**src/rtl/xbar_pkg.sv**
```systemverilog
// Shared sizes and the function/signal table of the pin allocator.
// Assumes the fixed-pin functions occupy the lowest function and signal
// indices, and that their pins form one contiguous window.
package xbar_pkg;
    localparam int PORT_W       = 8;
    localparam int NUM_PORTS    = 4;
    localparam int NUM_PINS     = PORT_W * NUM_PORTS;
    localparam int NUM_FUNCS    = 8;
    localparam int NUM_SIGS     = 20;
    localparam int SIG_W        = $clog2(NUM_SIGS);
    localparam int CNT_W        = $clog2(NUM_PINS + 1);
    localparam int FIX_FUNCS    = 2;
    localparam int FIX_SIGS     = 4;
    localparam int FIX_PIN_BASE = 4;

    // Number of signals belonging to function f.
    function automatic int func_size(input int f);
        case (f)
            0: return 2;
            1: return 2;
            2: return 4;
            3: return 2;
            4: return 1;
            5: return 6;
            6: return 1;
            default: return 2;
        endcase
    endfunction

    // Index of the first signal of function f.
    function automatic int func_first(input int f);
        int acc = 0;
        for (int k = 0; k < f; k++) acc += func_size(k);
        return acc;
    endfunction

    // Function that owns signal s.
    function automatic int sig_owner(input int s);
        int owner = 0;
        for (int k = 0; k < NUM_FUNCS; k++)
            if (s >= func_first(k)) owner = k;
        return owner;
    endfunction
endpackage

```
**src/rtl/xbar_free_mask.sv**
```systemverilog
// Builds the set of pins open to the priority walk, and the fixed-pin
// assignments. A pin in the fixed window is held by its fixed signal when
// the owning function is enabled, regardless of skip or analog settings.
// Any pin that is skipped, analog or fixed-held is closed to the walk.
module xbar_free_mask
    import xbar_pkg::*;
(
    input  logic [NUM_FUNCS-1:0]            func_en,
    input  logic [NUM_PINS-1:0]             skip_mask,
    input  logic [NUM_PINS-1:0]             analog_mode,
    output logic [NUM_PINS-1:0]             free_pin,
    output logic [NUM_PINS-1:0]             fixed_valid,
    output logic [NUM_PINS-1:0][SIG_W-1:0]  fixed_sig
);
    for (genvar j = 0; j < NUM_PINS; j++) begin : g_pin
        if (j >= FIX_PIN_BASE && j < FIX_PIN_BASE + FIX_SIGS) begin : g_fix
            localparam int S = j - FIX_PIN_BASE;
            // Fixed pin: claimed whenever its owning function is on.
            assign fixed_valid[j] = func_en[sig_owner(S)];
            assign fixed_sig[j]   = SIG_W'(S);
        end else begin : g_open
            // Ordinary pin: never fixed-held.
            assign fixed_valid[j] = 1'b0;
            assign fixed_sig[j]   = '0;
        end
        // A pin is open to the walk only if nothing reserves it.
        assign free_pin[j] = !(skip_mask[j] | analog_mode[j] | fixed_valid[j]);
    end
endmodule

```
**src/rtl/xbar_rank.sv**
```systemverilog
// Gives each enabled movable signal its rank: the number of enabled
// movable signals ahead of it in priority order. Rank k means "takes the
// k-th free pin". Fixed signals are never ranked.
module xbar_rank
    import xbar_pkg::*;
(
    input  logic [NUM_FUNCS-1:0]            func_en,
    output logic [NUM_SIGS-1:0]             sig_en,
    output logic [NUM_SIGS-1:0][CNT_W-1:0]  sig_rank
);
    logic [CNT_W-1:0] acc;

    // Prefix count of enabled movable signals in priority order.
    always_comb begin
        acc = '0;
        for (int s = 0; s < NUM_SIGS; s++) begin
            sig_en[s]   = (s >= FIX_SIGS) && func_en[sig_owner(s)];
            sig_rank[s] = acc;
            if (sig_en[s]) acc = acc + CNT_W'(1);
        end
    end
endmodule

```
**src/rtl/xbar_pin_match.sv**
```systemverilog
// Matches ranked signals to free pins. The k-th free pin (counting from
// pin 0 upward) receives the movable signal of rank k. This equals a
// greedy lowest-free-pin walk without a serial chain across the pins.
module xbar_pin_match
    import xbar_pkg::*;
(
    input  logic [NUM_PINS-1:0]             free_pin,
    input  logic [NUM_SIGS-1:0]             sig_en,
    input  logic [NUM_SIGS-1:0][CNT_W-1:0]  sig_rank,
    output logic [NUM_PINS-1:0]             move_valid,
    output logic [NUM_PINS-1:0][SIG_W-1:0]  move_sig,
    output logic [NUM_SIGS-1:0]             sig_placed
);
    logic [NUM_PINS-1:0][CNT_W-1:0] free_rank;
    logic [CNT_W-1:0]               free_total;
    logic [CNT_W-1:0]               acc;

    // Prefix count of free pins below each pin, and the total.
    always_comb begin
        acc = '0;
        for (int j = 0; j < NUM_PINS; j++) begin
            free_rank[j] = acc;
            if (free_pin[j]) acc = acc + CNT_W'(1);
        end
        free_total = acc;
    end

    for (genvar j = 0; j < NUM_PINS; j++) begin : g_pin
        logic             hit;
        logic [SIG_W-1:0] hit_sig;

        // Find the signal whose rank equals this free pin's rank.
        always_comb begin
            hit     = 1'b0;
            hit_sig = '0;
            for (int s = 0; s < NUM_SIGS; s++) begin
                if (free_pin[j] && sig_en[s] && sig_rank[s] == free_rank[j]) begin
                    hit     = 1'b1;
                    hit_sig = SIG_W'(s);
                end
            end
        end

        assign move_valid[j] = hit;
        assign move_sig[j]   = hit_sig;
    end

    // A signal lands on a pin when its rank is below the free-pin count.
    always_comb begin
        for (int s = 0; s < NUM_SIGS; s++)
            sig_placed[s] = sig_en[s] && (sig_rank[s] < free_total);
    end
endmodule

```
**src/rtl/pin_crossbar.sv**
```systemverilog
// Priority crossbar pin allocator, top level. It merges the fixed-pin and
// walked assignments, derives per-function placed flags and registers
// everything. Synchronous active-low reset clears all outputs. Inputs are
// assumed to be synchronous to clk.
module pin_crossbar
    import xbar_pkg::*;
(
    input  logic                        clk,
    input  logic                        rst_n,
    input  logic [NUM_FUNCS-1:0]        func_en,
    input  logic [NUM_PINS-1:0]         skip_mask,
    input  logic [NUM_PINS-1:0]         analog_mode,
    output logic [NUM_PINS*SIG_W-1:0]   pin_sig,
    output logic [NUM_PINS-1:0]         pin_valid,
    output logic [NUM_FUNCS-1:0]        func_placed
);
    logic [NUM_PINS-1:0]             free_pin;
    logic [NUM_PINS-1:0]             fixed_valid;
    logic [NUM_PINS-1:0][SIG_W-1:0]  fixed_sig;
    logic [NUM_SIGS-1:0]             sig_en;
    logic [NUM_SIGS-1:0][CNT_W-1:0]  sig_rank;
    logic [NUM_PINS-1:0]             move_valid;
    logic [NUM_PINS-1:0][SIG_W-1:0]  move_sig;
    logic [NUM_SIGS-1:0]             sig_placed;

    logic [NUM_PINS-1:0]             nxt_valid;
    logic [NUM_PINS-1:0][SIG_W-1:0]  nxt_sig;
    logic [NUM_FUNCS-1:0]            nxt_placed;
    logic [NUM_PINS-1:0][SIG_W-1:0]  sig_q;

    xbar_free_mask u_free (
        .func_en     (func_en),
        .skip_mask   (skip_mask),
        .analog_mode (analog_mode),
        .free_pin    (free_pin),
        .fixed_valid (fixed_valid),
        .fixed_sig   (fixed_sig)
    );

    xbar_rank u_rank (
        .func_en  (func_en),
        .sig_en   (sig_en),
        .sig_rank (sig_rank)
    );

    xbar_pin_match u_match (
        .free_pin   (free_pin),
        .sig_en     (sig_en),
        .sig_rank   (sig_rank),
        .move_valid (move_valid),
        .move_sig   (move_sig),
        .sig_placed (sig_placed)
    );

    // Merge fixed and walked assignments; walked pins never overlap fixed ones.
    always_comb begin
        for (int j = 0; j < NUM_PINS; j++) begin
            nxt_valid[j] = fixed_valid[j] | move_valid[j];
            nxt_sig[j]   = fixed_valid[j] ? fixed_sig[j] :
                           move_valid[j]  ? move_sig[j]  : '0;
        end
    end

    // Per-function placed flag: fixed functions always fit; others need their last signal placed.
    for (genvar f = 0; f < NUM_FUNCS; f++) begin : g_func
        if (f < FIX_FUNCS) begin : g_fixed
            assign nxt_placed[f] = func_en[f];
        end else begin : g_walk
            localparam int LAST = func_first(f) + func_size(f) - 1;
            assign nxt_placed[f] = func_en[f] && sig_placed[LAST];
        end
    end

    // Output register with synchronous active-low clear.
    always_ff @(posedge clk) begin
        if (!rst_n) begin
            pin_valid   <= '0;
            sig_q       <= '0;
            func_placed <= '0;
        end else begin
            pin_valid   <= nxt_valid;
            sig_q       <= nxt_sig;
            func_placed <= nxt_placed;
        end
    end

    assign pin_sig = sig_q;

    // ---------------- assertions ----------------


    uart_fixed_chk: assert property (@(posedge clk) disable iff (!rst_n)
        func_en[0] |=> pin_valid[FIX_PIN_BASE] && sig_q[FIX_PIN_BASE] == SIG_W'(0)
                    && pin_valid[FIX_PIN_BASE+1] && sig_q[FIX_PIN_BASE+1] == SIG_W'(1));


    can_fixed_chk: assert property (@(posedge clk) disable iff (!rst_n)
        func_en[1] |=> pin_valid[FIX_PIN_BASE+2] && sig_q[FIX_PIN_BASE+2] == SIG_W'(2)
                    && pin_valid[FIX_PIN_BASE+3] && sig_q[FIX_PIN_BASE+3] == SIG_W'(3));

    for (genvar j = 0; j < NUM_PINS; j++) begin : g_pin_chk
        if (j >= FIX_PIN_BASE && j < FIX_PIN_BASE + FIX_SIGS) begin : g_fx

            reserved_fixed_chk: assert property (@(posedge clk) disable iff (!rst_n)
                ((skip_mask[j] | analog_mode[j]) && !func_en[sig_owner(j - FIX_PIN_BASE)])
                |=> !pin_valid[j]);
        end else begin : g_op

            reserved_pin_chk: assert property (@(posedge clk) disable iff (!rst_n)
                (skip_mask[j] | analog_mode[j]) |=> !pin_valid[j]);
        end

        idle_sig_zero_chk: assert property (@(posedge clk) disable iff (!rst_n)
            !pin_valid[j] |-> sig_q[j] == '0);
    end

    for (genvar f = 0; f < NUM_FUNCS; f++) begin : g_func_chk

        disabled_unplaced_chk: assert property (@(posedge clk) disable iff (!rst_n)
            !func_en[f] |=> !func_placed[f]);
    end

    for (genvar s = 0; s < NUM_SIGS; s++) begin : g_sig_chk
        logic [NUM_PINS-1:0] on_pin;
        // Which registered pins carry signal s.
        always_comb begin
            for (int j = 0; j < NUM_PINS; j++)
                on_pin[j] = pin_valid[j] && sig_q[j] == SIG_W'(s);
        end

        single_pin_chk: assert property (@(posedge clk) disable iff (!rst_n)
            $countones(on_pin) <= 1);
    end
endmodule

```
**config.mk**
```make
export PLATFORM = sky130hd
export DESIGN_NAME = pin_crossbar
export DESIGN_NICKNAME = d
export VERILOG_FILES = /design/src/rtl/xbar_pkg.sv /design/src/rtl/xbar_free_mask.sv /design/src/rtl/xbar_rank.sv /design/src/rtl/xbar_pin_match.sv /design/src/rtl/pin_crossbar.sv
export SDC_FILE = /design/constraint.sdc
export NUM_CORES = 1
export LEC_CHECK = 0
export ABC_CLOCK_PERIOD_IN_PS = 99300
export BUFFER_PORTS_ARGS = -buffer_cell sky130_fd_sc_hd__buf_4
export CORE_MARGIN = 2
export CORE_UTILIZATION = 40
export CTS_BUF_LIST = sky130_fd_sc_hd__clkbuf_8
export CTS_CLUSTER_SIZE = 12
export DETAILED_ROUTE_END_ITERATION = 10
export PLACE_DENSITY = 0.58
export SYNTH_ARGS = -nofsm -noshare
export SYNTH_HDL_FRONTEND = slang
export SYNTH_SLANG_ARGS = --single-unit
```
**constraint.sdc**
```tcl
create_clock -name clk -period 99.3 [get_ports clk]
set_clock_uncertainty 0.15 [all_clocks]
set_input_delay 14.895 -clock clk [delete_from_list [all_inputs] [get_ports clk]]
set_output_delay 14.895 -clock clk [all_outputs]
set_load 0.02 [all_outputs]
```
==> results of run 1 <==
kinds of logic (layout without fill, tap and decap cells):
logic type / Yosys count / in the layout / share of synthesized area, %
other cells: 0 / 2 / 0
buf+inv: 442 / 605 / 5.127
mux: 30 / 30 / 0.9349
fa+ha+maj: 104 / 104 / 3.890
simple gates: 1706 / 1706 / 26.22
xor+xnor: 1266 / 1266 / 36.44
compound gates: 776 / 776 / 15.33
flops: 200 / 200 / 12.06
power by group through the flow:
stage | logic, mW | registers, mW | clock network, mW
after CTS | 1.31 | 0.0995 | 0.0599
after detailed placement | 1.31 | 0.101 | 0
after floorplan | 0.975 | 0.118 | 0
after global routing | 1.45 | 0.101 | 0.0622
after global placement | 1.30 | 0.101 | 0
final | 1.34 | 0.0992 | 0.0568
final cells by class:
type,count,share of cell area (%)
sequential,200,10.73
clock buffer,18,0.6637
clock inverter,14,0.3553
inverter,128,1.290
multi-input combinational,3882,74.42
timing repair buffer,445,8.950
antenna,2,0.01341
tap,1070,3.587
stage by stage:
step                      cell area (µm²)  hold WS [ns]  instances
final                               37330         14.41       5759
after global routing                37330         14.40       5759
after CTS                           37320         14.34       5757
after detailed placement            36940         15.07       5725
after global placement              36940         15.07       5725
after floorplan                     33190         14.89       4524
per-layer routing:
| layer | track usage, % | part of all wire [%] | wire [µm] |
|---|---|---|---|
| met5 | 0 | 0.0082 | 13 |
| met4 | 23.74 | 7.3 | 11650 |
| met3 | 9.301 | 12 | 19280 |
| met2 | 53.82 | 42 | 66280 |
| met1 | 45.83 | 39 | 61730 |
sequential cells by signal, summed over array words and instances (netlist names):
| name | cells |
|---|---|
| func_placed | 8 |
| pin_sig | 160 |
| pin_valid | 32 |
synthesized netlist by cell type (20+ instances only):
cell,n,share of area (%)
xnor2_1,1058,28
nor2_1,397,4.5
nand2_1,302,3.4
clkbuf_1,210,2.4
nand3_1,209,3.2
nor3_1,208,3.1
a21oi_1,203,3.1
dfxtp_1,200,12
o21ai_0,167,2.5
xor2_1,129,3.4
nand4_1,127,2.4
ha_1,100,3.8
inv_1,97,1.1
nor4_1,86,1.6
buf_1,80,0.90
and3_1,72,1.4
a31oi_1,59,1.1
or4_1,55,1.2
or3_1,43,0.81
o31ai_1,39,0.88
and2_1,36,0.68
or2_2,35,0.66
xnor3_1,35,2.4
nor2b_1,27,0.51
o22ai_1,27,0.51
o21a_1,25,0.57
nand2b_1,24,0.45
inv_2,22,0.25
mux2i_1,22,0.66
a211oi_1,20,0.45
o211ai_1,20,0.45
final timing paths:
| kind | startpoint | to | slack [ns] | cells after the start |
|---|---|---|---|---|
| worst min-delay path | func_en[0] | func_placed[0]$_SDFF_PN0_ | 14.41 | 3 |
| worst max-delay path | analog_mode[0] | pin_sig[156]$_SDFF_PN0_ | 53.12 | 112 |
worst max-delay path, delay by kind of cell:
kind,cells,cell delay (ns)
adders and majority gates,24,8.03
muxes,2,0.50
and+or+nand+nor,30,6.91
xor gates and xnor gates,1,0.24
buffers and inverters,21,5.85
AOI/OAI and AO/OA,34,10.10
==> results.cfg, run 1 <==
[status]
status = completed

[setup_path]
slowest_stage = a21oi_1
path_common_cell = ha_1
critPathMaxStageDelay_ns = 0.88
crit_type = primary input to register
worstPathArrival_ns = 46.62
crit_path_start_kind = primary input
crit_path_end_kind = register
critPathMaxFanout = 20
required_ns = 99.74

[floorplanning]
boundaryPins = 274
coreArea_um2 = 82110
die_area_um2 = 85300
die_h_um = 292.1
rows = 105
initial_core_util_pct = 40.42
die_x_um = 292.1

[pwr]
p_sw_share_pct = 56.38
share_seq_of_total_power_pct = 6.6
pwr-share-clk_pct = 3.8
p_switching_uw = 844.4
p_per_area_nw_per_um2 = 40.12
leakagePower_nw = 13.88
ir_drop_mv = 0.03791
total_power_mw = 1.498
p_int_uw = 653.4
power_frac_comb_pct = 89.6

[finish]
regArea_um2 = 4004
mostFrequentLayoutCell = xnor2_1
nets = 4848
fill_cells = 8454
utilization_pct = 45.46
syn_to_final_growth_pct = 12.46
final_cell_mix = xnor2_1 (1040), buf_4 (445), nor2_1 (392), nand2_1 (301), nand3_1 (209)
drive_gt1_share_pct = 14.00
multi_input_area_um2 = 27780

[sta]
setup_ws_ns = 53.12
hold_viol = 0
maxSlewViolCount = 0
maxSlewHeadroom_pct = 13.71
final.setup.tns_ns = 0
period_share_pct = 46.50
worst_pin_slew_ns = 1.288
setup_viol = 0
period_needed_ns = 46.18
max_freq_mhz = 21.66
rsz0062_at_grt = false

[run]
drv_cap = 0

[synthesis]
syn_nets = 4698
synth-seq-area-share_pct = 12.06
syn_area_per_cell_um2 = 7.337
yosysUniqueCellTypes = 105
synthesis.area_um2 = 33190
synth_edf_count = 0
yosysWarnings = 0
synth_cells = 4524
synthArstFlopShare_pct = 0
synth-main-ff-cell = dfxtp_1
ys_seq_elements = 200

[route]
drtIter0Drc = 4598
firstDrtPassIters = 6
num_vias = 36040
finalWirelength_um = 159000
via_per_inst = 6.259
wl_per_cell_um = 27.60
drc = 0
postRouteAntennaNets = 0

[placement]
dp_slack_ns = 53.07
place_congestion = 0.9909
dp_hpwl_um = 109100
port_buffers = 273

[worst_hold_path]
hp-class = primary input to register

[grt]
antenna_found_initial = 3
grt_max_degree = 41
grt_pass1_vias = 33720
overflow = 0
groute.usage.overall_pct = 36.10
grt_pass1_wl_um = 228900

[cts]
postCtsHoldBufs = 0
cts-resized-gates = 0
cts_buffers = 17
clockRootBuffer = clkbuf_8
postCtsSetupRepairBufs = 0
ctsHtreeMaxLevel = 4
clkSinkCount = 200
clockBufferDepth = 2
clkTransAtPathRegs_ns = 0.12
cts_tree = yes
No activity file was read; power rests on OpenSTA's default activity.
==> inputs of run 2 (changes only) <==
--- a/config.mk
+++ b/config.mk
@@ -5,7 +5,7 @@
 export SDC_FILE = /design/constraint.sdc
 export NUM_CORES = 1
 export LEC_CHECK = 0
-export ABC_CLOCK_PERIOD_IN_PS = 99300
+export ABC_CLOCK_PERIOD_IN_PS = 45400
 export BUFFER_PORTS_ARGS = -buffer_cell sky130_fd_sc_hd__buf_4
 export CORE_MARGIN = 2
 export CORE_UTILIZATION = 40
==> constraint.sdc (replaced) <==
create_clock -name clk -period 45.4 [get_ports clk]
set_clock_uncertainty 0.15 [all_clocks]
set_input_delay 6.81 -clock clk [delete_from_list [all_inputs] [get_ports clk]]
set_output_delay 6.81 -clock clk [all_outputs]
set_load 0.02 [all_outputs]
==> results.cfg, run 2 (synthesis gave the netlist of run 1 again) <==
[status]
status = completed

[setup_path]
slowest_stage = a21oi_1
critPathMaxFanout = 20
crit_type = primary input to register
critPathMaxStageDelay_ns = 0.90
required_ns = 45.82
path_common_cell = ha_1
crit_path_start_kind = primary input
crit_path_end_kind = register
worstPathArrival_ns = 38.45

[finish]
fill_cells = 8490
multi_input_area_um2 = 27790
final_cell_mix = xnor2_1 (1039), buf_4 (440), nor2_1 (392), nand2_1 (300), nand3_1 (209)
drive_gt1_share_pct = 13.93
mostFrequentLayoutCell = xnor2_1
syn_to_final_growth_pct = 12.59
instances_no_fill = 5754
regArea_um2 = 4004
largest_register_ffs = 160
nets = 4843

[sta]
maxSlewHeadroom_pct = 17.43
rsz0062_at_grt = false
period_share_pct = 83.77
worst_pin_slew_ns = 1.230
hold_viol = 0
setup_viol = 0
period_needed_ns = 38.03
final.setup.tns_ns = 0
max_freq_mhz = 26.29
maxSlewViolCount = 0
timing.hold.ws_ns = 6.338

[grt]
groute.usage.overall_pct = 36.22
grt_pass1_wl_um = 229300
grt_pass1_vias = 33760
overflow = 0
grt_max_degree = 45
antenna_found_initial = 2

[route]
dr_wl_met2_um = 67330
wl_met3_um = 19390
drtIter0Drc = 4702
postRouteAntennaNets = 0
drc = 0
finalWirelength_um = 159800
top_layer = met4
wl_per_cell_um = 27.76
firstDrtPassIters = 6
met1_length_um = 61580
num_vias = 36300
via_per_inst = 6.309

[placement]
port_buffers = 273
placed_cells = 5720
dp_hpwl_um = 108600
place_congestion = 0.9914

[floorplanning]
rows = 105
boundaryPins = 274
die_area_um2 = 85300
initial_core_util_pct = 40.42
die_h_um = 292.1
coreArea_um2 = 82110
die_x_um = 292.1

[cts]
cts_tree = yes
postCtsHoldBufs = 0
postCtsSetupRepairBufs = 0
clockRootBuffer = clkbuf_8
cts_buffers = 17
ctsHtreeMaxLevel = 4
clkSinkCount = 200
clockBufferDepth = 2
clkTransAtPathRegs_ns = 0.11
cts-resized-gates = 0

[pwr]
leakagePower_nw = 13.90
total_power_mw = 3.304
p_per_area_nw_per_um2 = 88.41
ir_drop_mv = 0.07013

[worst_hold_path]
min_from = func_en[0]
hold_end = func_placed[0]$_SDFF_PN0_
hold_path_depth = 3
hp-class = primary input to register

[run]
drv_cap = 0
## run 2: changes by cell type in the layout (fill, tap and decap cells not counted), sizes merged
cell and delta:
clkinvlp -2, bufinv +4, clkbuf -1, clkinv +2, buf -5, inv -3
## run 2: power breakdown
part	leakage [nW]	switching [mW]	total [mW]	internal [mW]
logic	12.0	1.77	2.95	1.18
registers	1.62	0.00842	0.216	0.208
clock network	0.233	0.0757	0.137	0.0612
## run 2: worst max-delay path by stage
stage,slack [ns],endpoint,startpoint
final,7.37,pin_sig[156]$_SDFF_PN0_,analog_mode[0]
after global routing,5.30,pin_sig[156]$_SDFF_PN0_,analog_mode[0]
after CTS,7.93,pin_sig[156]$_SDFF_PN0_,analog_mode[0]
after detailed placement,7.25,pin_sig[156]$_SDFF_PN0_,analog_mode[0]
after global placement,8.05,pin_sig[156]$_SDFF_PN0_,analog_mode[0]
after floorplan,9.51,pin_sig[156]$_SDFF_PN0_,analog_mode[0]
## run 2: per-layer routing
metal,global-route usage [%],up-vias
met3,7.855,616
li1,-,16120
met4,22.35,0
met1,46.80,17070
met5,0,-
met2,54.77,2498
## run 2: metrics by stage
step / utilization, % / worst slack [ns] / area (µm²)
2_1_floorplan: - / 9.508 / 33190
3_3_place_gp: 44.96 / 8.050 / 36920
3_5_place_dp: 44.96 / 7.246 / 36920
4_1_cts: 45.51 / 7.926 / 37370
5_1_grt: 45.51 / 5.299 / 37370
6_report: 45.51 / 7.370 / 37370
## run 2: worst max-delay path, delay by kind of cell
family / cells / cell delay, ns
XOR/XNOR: 1 / 0.24
AND/OR/NAND/NOR: 30 / 7.05
AO/OA/AOI/OAI: 34 / 10.00
buffers and inverters: 21 / 5.82
adder cells (fa/ha/maj): 24 / 7.98
multiplexers: 2 / 0.51
## run 2: area by class of cell
class	count	area share (%)
multi-input cells	3882	74.36
well taps	1070	3.582
repair buffers	440	8.839
diodes	2	0.01339
inverters	128	1.289
clock inverters	15	0.5792
clock buffers	17	0.6261
flip-flops and latches	200	10.71
